<file path="src/rtl/pcl_pkg.sv">
package pcl_pkg;

    localparam int PC_W   = 21;
    localparam int LO_W   = 8;
    localparam int HI_W   = 8;
    localparam int UP_W   = PC_W - LO_W - HI_W;
    localparam int DATA_W = 8;
    localparam int STEP   = 2;

    typedef enum logic [1:0] {
        SEL_LO   = 2'd0,
        SEL_HI   = 2'd1,
        SEL_UP   = 2'd2,
        SEL_NONE = 2'd3
    } reg_sel_e;

    typedef enum logic [1:0] {
        SRC_HOLD,
        SRC_ADV,
        SRC_JUMP,
        SRC_LOWWR
    } pc_src_e;

    typedef struct packed {
        logic [UP_W-1:0] up;
        logic [HI_W-1:0] hi;
        logic [LO_W-1:0] lo;
    } pc_fields_t;

    function automatic logic [PC_W-1:0] force_even(input logic [PC_W-1:0] a);
        return {a[PC_W-1:1], 1'b0};
    endfunction

endpackage

</file>
<file path="src/rtl/pcl_latch_bank.sv">
module pcl_latch_bank
    import pcl_pkg::*;
(
    input  logic                 clk,
    input  logic                 rst,
    input  logic [1:0]           sel,
    input  logic                 wr,
    input  logic                 rd,
    input  logic [DATA_W-1:0]    wdata,
    input  pc_fields_t           pc_q,
    output logic [DATA_W-1:0]    rdata,
    output logic [HI_W-1:0]      lat_hi,
    output logic [UP_W-1:0]      lat_up,
    output logic                 low_wr,
    output logic                 low_rd
);

    reg_sel_e sel_e;
    logic     rd_eff;

    assign sel_e  = reg_sel_e'(sel);
    assign rd_eff = rd && !wr;
    assign low_wr = wr && (sel_e == SEL_LO);
    assign low_rd = rd_eff && (sel_e == SEL_LO);

    always_ff @(posedge clk) begin
        if (rst) begin
            lat_hi <= '0;
            lat_up <= '0;
        end else if (low_rd) begin
            lat_hi <= pc_q.hi;
            lat_up <= pc_q.up;
        end else if (wr && sel_e == SEL_HI) begin
            lat_hi <= wdata[HI_W-1:0];
        end else if (wr && sel_e == SEL_UP) begin
            lat_up <= wdata[UP_W-1:0];
        end
    end

    always_comb begin
        unique case (sel_e)
            SEL_LO:  rdata = pc_q.lo;
            SEL_HI:  rdata = lat_hi;
            SEL_UP:  rdata = DATA_W'(lat_up);
            default: rdata = '0;
        endcase
    end

    p_capture_r5: assert property (@(posedge clk) disable iff (rst)
        (rd && !wr && sel == 2'd0) |=> (lat_hi == $past(pc_q.hi) && lat_up == $past(pc_q.up)));

    p_latch_hold_r8: assert property (@(posedge clk) disable iff (rst)
        (!wr && !rd) |=> ($stable(lat_hi) && $stable(lat_up)));

    p_none_sel_r10: assert property (@(posedge clk) disable iff (rst)
        (sel == 2'd3) |=> ($stable(lat_hi) && $stable(lat_up)));

endmodule

</file>
<file path="src/rtl/pcl_next_sel.sv">
module pcl_next_sel
    import pcl_pkg::*;
(
    input  pc_fields_t           pc_q,
    input  logic                 low_wr,
    input  logic [DATA_W-1:0]    wdata,
    input  logic [HI_W-1:0]      lat_hi,
    input  logic [UP_W-1:0]      lat_up,
    input  logic                 jump_en,
    input  logic [PC_W-1:0]      jump_addr,
    input  logic                 advance,
    output pc_fields_t           pc_d,
    output pc_src_e              src
);

    always_comb begin
        if (low_wr)       src = SRC_LOWWR;
        else if (jump_en) src = SRC_JUMP;
        else if (advance) src = SRC_ADV;
        else              src = SRC_HOLD;
    end

    always_comb begin
        unique case (src)
            SRC_LOWWR: begin
                pc_d.up = lat_up;
                pc_d.hi = lat_hi;
                pc_d.lo = {wdata[LO_W-1:1], 1'b0};
            end
            SRC_JUMP: pc_d = force_even(jump_addr);
            SRC_ADV:  pc_d = force_even(pc_q + PC_W'(STEP));
            default:  pc_d = pc_q;
        endcase
    end

endmodule

</file>
<file path="src/rtl/pcl_pc_reg.sv">
module pcl_pc_reg
    import pcl_pkg::*;
(
    input  logic       clk,
    input  logic       rst,
    input  pc_fields_t pc_d,
    output pc_fields_t pc_q
);

    always_ff @(posedge clk) begin
        if (rst) pc_q <= '0;
        else     pc_q <= force_even(pc_d);
    end

endmodule

</file>
<file path="src/rtl/latched_pc.sv">
module latched_pc
    import pcl_pkg::*;
(
    input  logic                 clk,
    input  logic                 rst,
    input  logic [1:0]           reg_sel,
    input  logic                 reg_wr,
    input  logic                 reg_rd,
    input  logic [DATA_W-1:0]    reg_wdata,
    output logic [DATA_W-1:0]    reg_rdata,
    input  logic                 advance,
    input  logic                 jump_en,
    input  logic [PC_W-1:0]      jump_addr,
    output logic [PC_W-1:0]      fetch_addr
);

    pc_fields_t      pc_q;
    pc_fields_t      pc_d;
    pc_src_e         src;
    logic [HI_W-1:0] lat_hi;
    logic [UP_W-1:0] lat_up;
    logic            low_wr;
    logic            low_rd;

    pcl_latch_bank u_bank (
        .clk    (clk),
        .rst    (rst),
        .sel    (reg_sel),
        .wr     (reg_wr),
        .rd     (reg_rd),
        .wdata  (reg_wdata),
        .pc_q   (pc_q),
        .rdata  (reg_rdata),
        .lat_hi (lat_hi),
        .lat_up (lat_up),
        .low_wr (low_wr),
        .low_rd (low_rd)
    );

    pcl_next_sel u_next (
        .pc_q      (pc_q),
        .low_wr    (low_wr),
        .wdata     (reg_wdata),
        .lat_hi    (lat_hi),
        .lat_up    (lat_up),
        .jump_en   (jump_en),
        .jump_addr (jump_addr),
        .advance   (advance),
        .pc_d      (pc_d),
        .src       (src)
    );

    pcl_pc_reg u_reg (
        .clk  (clk),
        .rst  (rst),
        .pc_d (pc_d),
        .pc_q (pc_q)
    );

    assign fetch_addr = pc_q;

    p_even_r2: assert property (@(posedge clk) disable iff (rst)
        fetch_addr[0] == 1'b0);

    p_advance_r3: assert property (@(posedge clk) disable iff (rst)
        (advance && !jump_en && !(reg_wr && reg_sel == 2'd0))
        |=> fetch_addr == $past(fetch_addr) + PC_W'(STEP));

    p_lowwr_r4: assert property (@(posedge clk) disable iff (rst)
        (reg_wr && reg_sel == 2'd0)
        |=> fetch_addr == {$past(lat_up), $past(lat_hi), $past(reg_wdata[7:1]), 1'b0});

    p_latchwr_r6: assert property (@(posedge clk) disable iff (rst)
        (reg_wr && reg_sel != 2'd0 && !jump_en && !advance) |=> $stable(fetch_addr));

    p_jump_r8: assert property (@(posedge clk) disable iff (rst)
        (jump_en && !(reg_wr && reg_sel == 2'd0))
        |=> fetch_addr == {$past(jump_addr[PC_W-1:1]), 1'b0});

    p_src_onehot_r9: assert property (@(posedge clk) disable iff (rst)
        $onehot0({low_wr && src == SRC_LOWWR, !low_wr && src == SRC_LOWWR}) && (low_wr -> src == SRC_LOWWR));

endmodule

</file>
<file path="config.mk">
export PLATFORM = sky130hd
export DESIGN_NAME = latched_pc
export DESIGN_NICKNAME = d
export VERILOG_FILES = /design/src/rtl/pcl_pkg.sv /design/src/rtl/pcl_latch_bank.sv /design/src/rtl/pcl_next_sel.sv /design/src/rtl/pcl_pc_reg.sv /design/src/rtl/latched_pc.sv
export SDC_FILE = /design/constraint.sdc
export NUM_CORES = 1
export LEC_CHECK = 0
export BUFFER_PORTS_ARGS = -buffer_cell sky130_fd_sc_hd__buf_2
export CORE_UTILIZATION = 51
export CTS_BUF_LIST = sky130_fd_sc_hd__clkbuf_8 sky130_fd_sc_hd__clkbuf_16
export DETAILED_ROUTE_END_ITERATION = 10
export GPL_ROUTABILITY_DRIVEN = 1
export PLACE_DENSITY = 0.79
export SYNTH_ARGS = -nofsm -noshare
export SYNTH_HDL_FRONTEND = slang
export SYNTH_SLANG_ARGS = --single-unit
</file>
<file path="constraint.sdc">
create_clock -name clk -period 2.5 [get_ports clk]
set_clock_uncertainty 0.15 [all_clocks]
set_input_delay 0.125 -clock clk [delete_from_list [all_inputs] [get_ports clk]]
set_output_delay 0.125 -clock clk [all_outputs]
set_load 0.02 [all_outputs]
</file>
### Word-level counts from Yosys, hierarchy flattened

Index checks and enable logic that the tools add are counted.

* bits in registers: 34
* input port bits: 37
* logic and storage cells: 34

* $add $sub $neg: 1
* eq/ne operators: 6
* muxes and demuxes: 10
* reduce and logical (&&, ||, !) cells: 11

Operator list (number)
* $pmux 21 s3: 1
* $pmux 8 s3: 1
* $add 21x2->21 const B: 1
* $mux 8: 2
* $mux 5: 3
* $eq 2x2->1 const B: 3
* $logic_and 1x1->1: 5
* $eq 2x1->1 const B: 2
* $mux 2: 2
* $reduce_bool 2->1: 2
* $reduce_bool 3->1: 1
* $logic_not 2->1: 1
* $ne 2x2->1 const B: 1
* $reduce_and 2->1: 1
* $logic_not 1->1: 1
* $mux 1: 1

### Depth between registers and ports, before layout

* word-level depth: 5
* mapped depth: 12
* depth with buffers taken out: 9

### By module

Synthesis repeated with hierarchy kept, for this count alone.

* cells, all modules: 313
* area, all modules: 2431.1 µm²

By module, submodules not included
* pcl_next_sel: instances 1, cells each 170, area each 1009.7 µm²
* pcl_latch_bank: instances 1, cells each 99, area each 792.0 µm²
* pcl_pc_reg: instances 1, cells each 44, area each 629.4 µm²

### Worst setup path before layout

OpenSTA, ideal clock, no wires.

* kind: input port to flip-flop
* from: in reg_sel[1]
* to: reg u_reg.pc_q[16] (netlist name)
* arrival: 1929 ps
* data required time: 2289 ps
* slack: 360 ps
* stages: 9
* path buffers: 2
* path through: clkbuf_1 nor2_1 a21oi_1 ha_1 clkbuf_1 nor2b_1 o21ai_0 a2111oi_0 a311o_1

* cells in the longest elaborated chain, start to end: 5
* elaborated cells on any way between the ends: 8
* those cells by class: 3 x eq/ne; 2 x mux; 3 x reduce/logical

RTL lines
* from (decl): RTL line latched_pc.sv:6 `input logic [1:0] reg_sel,`
* $logic_not 2->1 (*): RTL line pcl_latch_bank.sv:23 `assign low_wr = wr && (sel_e == SEL_LO);`
* $logic_and 1x1->1 (*): RTL line pcl_latch_bank.sv:23
* $mux 2 (*): RTL line pcl_next_sel.sv:17 `if (low_wr) src = SRC_LOWWR;`
* $eq 2x1->1 or $eq 2x2->1 (tied branches): RTL line pcl_next_sel.sv:24 `unique case (src)`
* $pmux 21 s3 or $reduce_bool 3->1 (tied branches)

Mark *: on every way between the ends. The rest lies on a longest branch, timed or not.
A chain may end at the register's enable or synchronous reset.

### Worst setup path in the final report

* from: reg u_reg.pc_q[4] (netlist name)
* to: reg u_reg.pc_q[20] (netlist name)

* cells in the longest elaborated chain, start to end: 2

RTL lines
* $add 21x2->21: RTL line pcl_next_sel.sv:31 `SRC_ADV: pc_d = force_even(pc_q + PC_W'(STEP));`
* $pmux 21 s3: RTL line pcl_next_sel.sv:24

No other way between the ends.

==> flow_summary.ini <==
[logic_synthesis]
async_reset_ff_share_pct = 0
synth_cell_type_count = 47
synthesis.area_um2 = 2250
synth_top_area_share_pct = 29.4
synth_xor_area_share_pct = 4.29
synth_fp_nets = 336
avgSynthCellArea_um2 = 7.61
synth_area_leaders = dfxtp_1, a21oi_1, nand2_1
yosysSeqAreaShare_pct = 29.4
synth-compound-area-share_pct = 29.3
synth_top_family_by_area = compound AO/OA/AOI/OAI gates
yosysTopAreaCell = dfxtp_1
synth_flop_cell = dfxtp_1
synthSimpleGateAreaFrac_pct = 23.6
synthMuxAreaShare_pct = 4.46
synth_cells = 295
ys_seq_elements = 33
synthAdderAreaFrac_pct = 2.23
synth_edf_count = 0
yosys_warnings = 0

[drt]
drc = 0
wl_um = 6930
drt-pass1-iter-count = 4
ant_nets = 0
num_vias = 2517
vias_per_cell = 6.14
drtIter0Drc = 313
wire_per_inst_um = 16.9

[timing]
post-route-min-period_ps = 2170
fin_setup_tns_ps = 0
setup-violations-final = 0
worst_slew_margin_rel_pct = 49.3
whs_ps = 14.1
worst_slew_pin_slew_ps = 761
finalMaxSlewViolations = 0
rsz0062_at_grt = no
hold_viol = 0
timing.fmax_ghz = 0.460
period_share_pct = 86.9

[clock_tree]
cts_resized = 0
post_cts_buffers = 0
ctsHtreeMaxLevel = 2
clockRootBuffer = clkbuf_8
cts_tree = built
cts_sinks = 33
cts_buffer_depth = 2
cts-hold-fix-buffers = 5
insertion_delay_ps = 300
clk_pin_slew_ps = 80
numCtsBuffers = 5

[grt]
first_global_vias = 2235
grtUsageTotal_pct = 31.5
grt_overflow_total = 0
grt_pass1_wl_um = 10600
antenna_found_initial = 0
grt_max_degree = 38

[setup_path]
startpoint_type = flip-flop
cp.arrival_ps = 2240
crit_cells = 5
crit_chain = nand4_2 > nor4_4 > nand4_1 > or3_1 > a31oi_1
timing.rr.start = u_reg.pc_q[4]$_SDFFE_PP0P_
cp_max_fo = 6
regToRegEndpoint = u_reg.pc_q[20]$_SDFFE_PP0P_
cp_top_family = simple AND/OR/NAND/NOR gates
slowest_delay_ps = 480
critical_path_buf_inv_count = 0
required_ps = 2560
reg2reg_slack_ps = 330
crit_type = flip-flop to flip-flop
slowest_stage = dfxtp_1
end_kind = flip-flop
crit_path_start = u_reg.pc_q[4]$_SDFFE_PP0P_
reg2regPathDepth = 5
crit_end = u_reg.pc_q[20]$_SDFFE_PP0P_

[min_path]
hp-class = primary input to flip-flop
holdCritStartpoint = reg_wdata[6]

[cells_and_area]
area_delta_synth_final_pct = 24.2
layout_common_cells = buf_2, a21oi_1, dfxtp_1
num_antenna_cells = 0
seq_area_um2 = 661
final_common_cell = buf_2
fill_cells = 377
multiInputGateArea_um2 = 1440
layout-drive-gt1-share_pct = 25.0
nets = 400

[floorplan]
die_w_um = 68.4
initial_utilization_pct = 54.6
die-area_um2 = 4670
rows = 23
die_h_um = 68.4
pin_count = 66
coreArea_um2 = 4120

[place]
gp_congestion = 0.869
port_buffers = 63
hpwlAfterDp_um = 5040

[run_status]
status = complete, no violations

[power]
p_leak_nw = 1.16
power_density_nw_per_um2 = 564
irDropWorstVdd_v = 0.000378

[job]
cap_violations = 0
-- power by group --
group | total (W) | internal, W | switching, W
clock | 0.000531 | 0.000321 | 0.000210
combinational | 0.000412 | 0.000163 | 0.000249
sequential | 0.000632 | 0.000567 | 0.0000652
total | 0.00157 | 0.00105 | 0.000523
-- worst min path at each step --
stage	endpoint	slack (ps)	depth (start not counted)
floorplan	u_reg.pc_q[14]$_SDFFE_PP0P_	160	2
finish	u_bank.lat_hi[6]$_SDFFE_PP0P_	10	3
global route	u_bank.lat_hi[6]$_SDFFE_PP0P_	20	3
CTS	u_bank.lat_hi[6]$_SDFFE_PP0P_	9	3
global placement	u_reg.pc_q[14]$_SDFFE_PP0P_	250	3
detailed placement	u_reg.pc_q[14]$_SDFFE_PP0P_	270	3
-- cells in the mapped netlist (2+ instances only) --
cell type and count:
o21a_1 2, o22ai_1 2, nand2_1 27, nor2_1 18, o211ai_1 2, a31oi_1 3, a21oi_1 36, o21ai_0 16
xnor2_1 8, a211oi_1 5, nand2b_1 5, inv_1 15, dfxtp_1 33, nor4_1 3, nand3_1 11, a221oi_1 6
o31ai_1 2, clkbuf_1 19, buf_1 2, nor2b_1 6, nor4_4 2, nor3_1 12, mux2i_1 10, or3_1 2
a2111oi_0 6, a22oi_1 13, xor2_1 3, ha_1 4, a311oi_1 4
-- routing by layer --
layer  GRT usage (%)  share of wire [%]  vias to the layer above
met3            5.17                6.9                       18
met5               0                  0                        -
met1            37.8                 41                     1183
met2            53.8                 50                      106
li1                -                  -                     1210
met4            15.9                2.9                        0
-- layout make-up --
type / instances / share of cell area (%)
flip-flops and latches: 33 / 23.7
clock buffers: 6 / 2.96
inverters: 15 / 2.02
well taps: 50 / 2.24
clock inverters: 2 / 1.21
multi-input cells: 224 / 51.5
repair buffers: 80 / 16.3
-- sequential cells by signal, indices dropped and copies added (netlist names) --
signal         count
u_bank.lat_hi      8
u_reg.pc_q        20
u_bank.lat_up      5
-- tightest hold or removal path, delay by kind of cell --
family | cells | cell delay, ps
buf+inv | 1 | 100
compound gates | 2 | 190
-- per-stage QoR --
stage	cell area (um2)	util, %	total power [W]	setup slack (ps)	instances
global placement	2620	63.7	0.00103	285	397
floorplan	2250	-	0.000892	360	295
detailed placement	2620	63.7	0.00104	214	397
global route	2790	67.8	0.00164	180	410
CTS	2790	67.8	0.00157	323	410
finish	2790	67.8	0.00157	328	410
-- logic make-up after synthesis --
family / Yosys count
multiplexers: 10
XOR/XNOR: 11
buffers and inverters: 38
AO/OA/AOI/OAI: 102
flip-flops: 33
adder cells (fa/ha/maj): 4
other: 1
AND/OR/NAND/NOR: 96
(Power assumes the default switching activity.)
